===== src/rtl/scan_irq_pkg.sv =====
package scan_irq_pkg;

  // CPU-visible register selects (decode of the write strobe)
  typedef enum logic [1:0] {
    SEL_RELOAD  = 2'd0,
    SEL_RESTART = 2'd1,
    SEL_IRQ_OFF = 2'd2,
    SEL_IRQ_ON  = 2'd3
  } reg_sel_e;

endpackage


===== src/rtl/a12_line_filter.sv =====
module a12_line_filter #(
  parameter int LOW_W     = 5,
  parameter int LINE_MIN  = 17,
  parameter int FIRST_MIN = 13,
  parameter int PRE_MIN   = 4
) (
  input  logic clk,
  input  logic rst,
  input  logic a12_i,
  input  logic restart_i,
  input  logic cycle_mode_i,
  output logic tick_o
);

  localparam logic [LOW_W-1:0] LOW_MAX = {LOW_W{1'b1}};
  localparam logic [LOW_W-1:0] LINE_T  = LOW_W'(LINE_MIN);
  localparam logic [LOW_W-1:0] FIRST_T = LOW_W'(FIRST_MIN);
  localparam logic [LOW_W-1:0] PRE_T   = LOW_W'(PRE_MIN);

  logic [LOW_W-1:0] low_cnt;
  logic             first_q;
  logic             scan_mode_q;
  logic             tick_q;
  logic [LOW_W-1:0] need;
  logic             line_hit;

  always_comb begin
    need     = first_q ? FIRST_T : LINE_T;
    line_hit = a12_i && scan_mode_q && (low_cnt >= need);
  end

  always_ff @(posedge clk) begin
    if (rst) begin
      low_cnt     <= '0;
      first_q     <= 1'b0;
      scan_mode_q <= 1'b1;
      tick_q      <= 1'b0;
    end else begin
      tick_q <= line_hit;
      if (a12_i)
        low_cnt <= '0;
      else if (low_cnt != LOW_MAX)
        low_cnt <= low_cnt + 1'b1;
      if (restart_i) begin
        scan_mode_q <= !cycle_mode_i;
        first_q     <= !cycle_mode_i && !a12_i && (low_cnt >= PRE_T);
      end else if (a12_i) begin
        first_q <= 1'b0;
      end
    end
  end

  assign tick_o = tick_q;

  // a high run yields one scanline at most, never two in a row
  a_r4_single_tick: assert property (@(posedge clk) disable iff (rst)
    tick_q |=> !tick_q);
  // a scanline pulse always follows a sampled A12-high cycle
  a_r2_tick_after_high: assert property (@(posedge clk) disable iff (rst)
    tick_q |-> $past(a12_i));
  // a low sample never wraps the run counter back to zero
  a_r11_no_wrap: assert property (@(posedge clk) disable iff (rst)
    !a12_i |=> (low_cnt != '0));

endmodule


===== src/rtl/line_down_counter.sv =====
module line_down_counter #(
  parameter int CNT_W = 8
) (
  input  logic             clk,
  input  logic             rst,
  input  logic             tick_i,
  input  logic             restart_i,
  input  logic             load_i,
  input  logic [CNT_W-1:0] data_i,
  output logic             expire_o
);

  logic [CNT_W-1:0] cnt_q;
  logic [CNT_W-1:0] reload_q;

  assign expire_o = tick_i && (cnt_q == '0) && !restart_i;

  always_ff @(posedge clk) begin
    if (rst) begin
      cnt_q    <= '0;
      reload_q <= '1;
    end else begin
      if (restart_i)
        cnt_q <= reload_q;
      else if (tick_i)
        cnt_q <= (cnt_q == '0) ? reload_q : cnt_q - 1'b1;
      if (load_i)
        reload_q <= data_i;
    end
  end

  // the count only moves on a scanline or a restart
  a_r6_count_hold: assert property (@(posedge clk) disable iff (rst)
    (!tick_i && !restart_i) |=> $stable(cnt_q));
  // the reload value only moves on its own write
  a_r6_reload_hold: assert property (@(posedge clk) disable iff (rst)
    !load_i |=> $stable(reload_q));

endmodule


===== src/rtl/irq_gate.sv =====
module irq_gate (
  input  logic clk,
  input  logic rst,
  input  logic expire_i,
  input  logic irq_off_i,
  input  logic irq_on_i,
  output logic irq_n
);

  logic en_q;

  always_ff @(posedge clk) begin
    if (rst) begin
      en_q  <= 1'b0;
      irq_n <= 1'b1;
    end else if (irq_off_i) begin
      en_q  <= 1'b0;
      irq_n <= 1'b1;
    end else begin
      if (irq_on_i)
        en_q <= 1'b1;
      if (expire_i && en_q)
        irq_n <= 1'b0;
    end
  end

  // enabling leaves an asserted line asserted
  a_r8_on_keeps: assert property (@(posedge clk) disable iff (rst)
    (irq_on_i && !irq_off_i && !irq_n) |=> !irq_n);
  // disabling releases the line
  a_r8_off_clears: assert property (@(posedge clk) disable iff (rst)
    irq_off_i |=> irq_n);
  // the line only falls while interrupts were enabled
  a_r9_gated: assert property (@(posedge clk) disable iff (rst)
    $fell(irq_n) |-> $past(en_q));

endmodule


===== src/rtl/scan_irq_counter.sv =====
module scan_irq_counter #(
  parameter int DATA_W    = 8,
  parameter int LOW_W     = 5,
  parameter int LINE_MIN  = 17,
  parameter int FIRST_MIN = 13,
  parameter int PRE_MIN   = 4
) (
  input  logic              clk,
  input  logic              rst,
  input  logic              ppu_a12,
  input  logic              wr_en,
  input  logic [1:0]        wr_sel,
  input  logic [DATA_W-1:0] wr_data,
  output logic              irq_n
);
  import scan_irq_pkg::*;

  logic wr_reload, wr_restart, wr_off, wr_on;
  logic tick, expire;

  always_comb begin
    wr_reload  = wr_en && (reg_sel_e'(wr_sel) == SEL_RELOAD);
    wr_restart = wr_en && (reg_sel_e'(wr_sel) == SEL_RESTART);
    wr_off     = wr_en && (reg_sel_e'(wr_sel) == SEL_IRQ_OFF);
    wr_on      = wr_en && (reg_sel_e'(wr_sel) == SEL_IRQ_ON);
  end

  a12_line_filter #(
    .LOW_W(LOW_W), .LINE_MIN(LINE_MIN), .FIRST_MIN(FIRST_MIN), .PRE_MIN(PRE_MIN)
  ) u_filter (
    .clk(clk), .rst(rst), .a12_i(ppu_a12),
    .restart_i(wr_restart), .cycle_mode_i(wr_data[0]), .tick_o(tick)
  );

  line_down_counter #(.CNT_W(DATA_W)) u_count (
    .clk(clk), .rst(rst), .tick_i(tick), .restart_i(wr_restart),
    .load_i(wr_reload), .data_i(wr_data), .expire_o(expire)
  );

  irq_gate u_irq (
    .clk(clk), .rst(rst), .expire_i(expire),
    .irq_off_i(wr_off), .irq_on_i(wr_on), .irq_n(irq_n)
  );

endmodule


===== config.mk =====
export PLATFORM = sky130hd
export DESIGN_NAME = scan_irq_counter
export DESIGN_NICKNAME = d
export VERILOG_FILES = /design/src/rtl/scan_irq_pkg.sv /design/src/rtl/a12_line_filter.sv /design/src/rtl/line_down_counter.sv /design/src/rtl/irq_gate.sv /design/src/rtl/scan_irq_counter.sv
export SDC_FILE = /design/constraint.sdc
export NUM_CORES = 1
export LEC_CHECK = 0
export ABC_AREA = 1
export BUFFER_PORTS_ARGS = -buffer_cell sky130_fd_sc_hd__buf_2
export CAP_MARGIN = 20
export CORE_ASPECT_RATIO = 0.5
export CORE_MARGIN = 2
export CORE_UTILIZATION = 52
export DETAILED_ROUTE_END_ITERATION = 10
export GPL_ROUTABILITY_DRIVEN = 1
export PLACE_DENSITY_LB_ADDON = 0.15
export SETUP_SLACK_MARGIN = 0.05
export SYNTH_ARGS = -nofsm -noshare
export SYNTH_HDL_FRONTEND = slang
export SYNTH_SLANG_ARGS = --single-unit

===== constraint.sdc =====
create_clock -name clk -period 1.28 [get_ports clk]
set_input_delay 0.32 -clock clk [delete_from_list [all_inputs] [get_ports clk]]
set_output_delay 0.32 -clock clk [all_outputs]
set_load 0.03 [all_outputs]

==> impl_results.md <==
- Post-synth top area share: 36.4%
- Largest net degree at the start of global routing: 15
- Syn Inst Count: 190
- Die Span Y: 41.1 um
- Routed wire length: 3.25 mm
- All-layer global routing usage: 21.9%
- Peak VDD IR: 0.803 mV
- Worst slew margin: 79.7%
- Grt met3 use: 4.85%
- # IOs: 15
- Internal: 0.00125 W
- Met2 Use GR: 45.3%
- Die ar.: 3210 um^2
- Violation count after the first detailed-route iteration: 53
- Post-DP Area: 1690 um^2
- Port buffer count: 14
- Final setup viols: 2
- Skew final: 8.45 ps
- Post-layout min period: 1300 ps
- Max Freq: 0.769 GHz
- PwrDens: 941 nW/um^2
- Worst EP required: 1440 ps
- RSZ-0062 raised after global routing: true
- Xor/xnor share of the synthesized area: 1.22%
- Final hold slack: 242 ps
- Library cells used by synthesis: 34
- Final period utilization: 102%
- Power, Total: 0.00180 W
- Final hold violation count: 0
- Cell area after synthesis: 1430 um^2
- Crit path arrival time: 1460 ps
- Seq/Total Area, Yosys: 36.4%
- Sum Neg Setup Slack: -35.8 ps
- Routed len/inst: 12.4 um
- Post-DR vias/cell: 5.16
- Leading cell type in the layout, fill and taps excluded: nand2_1
- CTS tree: built
- Starting Density: 55.0%
- Antenna violations before repair: 0
- Worst Tran Pin Value: 300 ps
- Antenna-violating nets left: 0
- Hpwl dp: 2.27 mm
- Gr busiest metal: met2
- Util after Layout: 73.3%
- Setup crit end kind: flip-flop
- H-tree levels: 1
- GR Util met1: 25.5%
- Post-Synth Adder-Cell Area: 7.87%
- Finished layout cell area: 1910 um^2
- Number of global-route vias before repair: 1221
- Rows: 13
- Flop pwr share: 48.2%
- Status: finished, violations left
- CP Launch Type: flip-flop
- Simple-Gate Fraction of Synth Area: 26.2%
- CTS Buffer Depth: 2
- Commonest non-fill, non-tap cells in the layout: nand2_1, inv_1, buf_4
- Vias: 1353
- Layout area overhead: 33.4%
- Main combinational cell family by area after synthesis: simple AND/OR/NAND/NOR gates
- N_diodes: 0
- Mux cell area share after synthesis: 0%
- Clock power frac: 26.5%
- Final net count: 249
- Layout cells sized above 1: 37.8%
- Worst hold path type: in -> reg
- # DRC: 0
- Clock Latency Late Sink: 270 ps
- Leak pwr: 0.869 nW
- Syn nets: 213
- Net switching power: 0.000542 W
- CTS Sinks: 26
- Total gr overflow: 0
- Fill count: 215
- Failing checks: negative setup slack
- Max cap viols: 0
- Root Buffer: clkbuf_8
- Core Area: 2600 um^2
- Crit Path Max Fanout: 8
- Pre-Repair DR Iteration Count: 4
- Placer Congestion: 0.868
- Slew Limit Fails: 0
- First-pass GRT wire length: 5.35 mm
- Cell type with the largest total area after synthesis: dfxtp_1
- CTS buffer count: 3
- Avg Cell Area, Syn: 7.53 um^2
- Final worst setup slack: -21.0 ps
- Area contributors post-synth: dfxtp_1, nand2_1, ha_1
- Die width: 78.2 um
- Combinational share of power: 25.3%
- Synth warn: 0
- Compound-Gate Fraction of Synth Area: 17.0%
- Critical setup path kind: reg -> reg
- Synthesized flop and latch total: 26
- CTS clk-pin slew, worst paths: 90 ps
- Net Sw Frac: 30.2%
registers in the layout (all words and copies together), names as in the netlist:
name	cells
u_filter.low_cnt	5
u_count.reload_q	8
u_filter.scan_mode_q	1
u_filter.tick_o	1
u_count.cnt_q	8
u_filter.first_q	1
u_irq.irq_n	1
u_irq.en_q	1
power groups by stage:
stage	combinational, W	clock, W	sequential [W]
2_1_floorplan	0.000250	0	0.000880
3_3_place_gp	0.000362	0	0.000879
3_5_place_dp	0.000366	0	0.000880
4_1_cts	0.000425	0.000485	0.000862
5_1_grt	0.000499	0.000518	0.000870
6_report	0.000453	0.000476	0.000866
cell type report:
class	count	area (um^2)	share of cell area, %
Timing Repair Buffer	35	235	12.3
Tap cell	37	46.3	2.43
Inverter	33	134	7.02
Sequential cell	26	533	27.9
Multi-Input combinational cell	127	915	47.9
Clock buffer	4	45.0	2.36
routing by layer:
metal  vias up  wire [um]
met5         -          0
met1       635       1460
met2        18       1670
met4         0          0
li1        700          -
met3         0        116
cell usage after synthesis:
library cell and count:
nand2_2 1, clkbuf_1 1, buf_6 1, nand4_1 5, nor2_4 1, a21o_1 1
nor2_2 3, inv_1 30, nand3_4 1, a211oi_1 1, dfxtp_1 26, nor2_1 8
nor2_8 1, inv_6 1, o21ai_0 9, o21ai_2 1, xor2_1 2, buf_2 2
inv_2 1, or2_2 1, inv_4 1, a21oi_2 1, nor3_1 4, ha_1 9
o21bai_1 1, o211ai_1 7, clkbuf_2 1, nand3_1 15, nand2_1 35, o21ai_4 1
a21oi_1 14, o311ai_0 1, nand3b_1 1, o21ai_1 2
worst max-delay path, cell delays in order (launching register included):
cell and delay, ps:
dfxtp_2 340, inv_2 50, ha_4 160, nand2_4 110, nor2_4 50, nor2_4 210, o21ai_1 110, nand3_1 100
a21oi_2 60
final timing paths:
| check | from | to | slack (ps) | cells after the start |
|---|---|---|---|---|
| hold / removal | wr_data[0] | u_filter.scan_mode_q | 240 | 2 |
| setup / recovery | u_count.cnt_q[1] | u_count.cnt_q[6] | -20 | 8 |
| hold reg to reg | u_irq.en_q | u_irq.en_q | 460 | 2 |
| setup reg to reg | u_count.cnt_q[1] | u_count.cnt_q[6] | -20 | 8 |
stage by stage:
step	std cells	setup WS, ps
2_1_floorplan	190	9.10
3_3_place_gp	255	-4.17
3_5_place_dp	255	-58.8
4_1_cts	262	-36.6
5_1_grt	262	-70.2
6_report	262	-21.0
logic make-up (layout without fill, tap and decap cells):
kind of cell               after synthesis  after routing
DFF                                     26             26
buffers and inverters                   38             72
and+or+nand+nor                         76             76
AOI/OAI and AO/OA                       39             40
adders and majority gates                9              9
xor gates and xnor gates                 2              2
repair_timing:
action                                  4_1_cts  5_1_grt
pin swaps                                    14        9
cloned                                        1        0
resized for setup                            21       22
hold endpoints to repair                      0        0
buffers inserted                              2        0
endpoints found under the setup margin       14       15
hold buffers                                  0        0
Power figures use the tool's default switching activity.
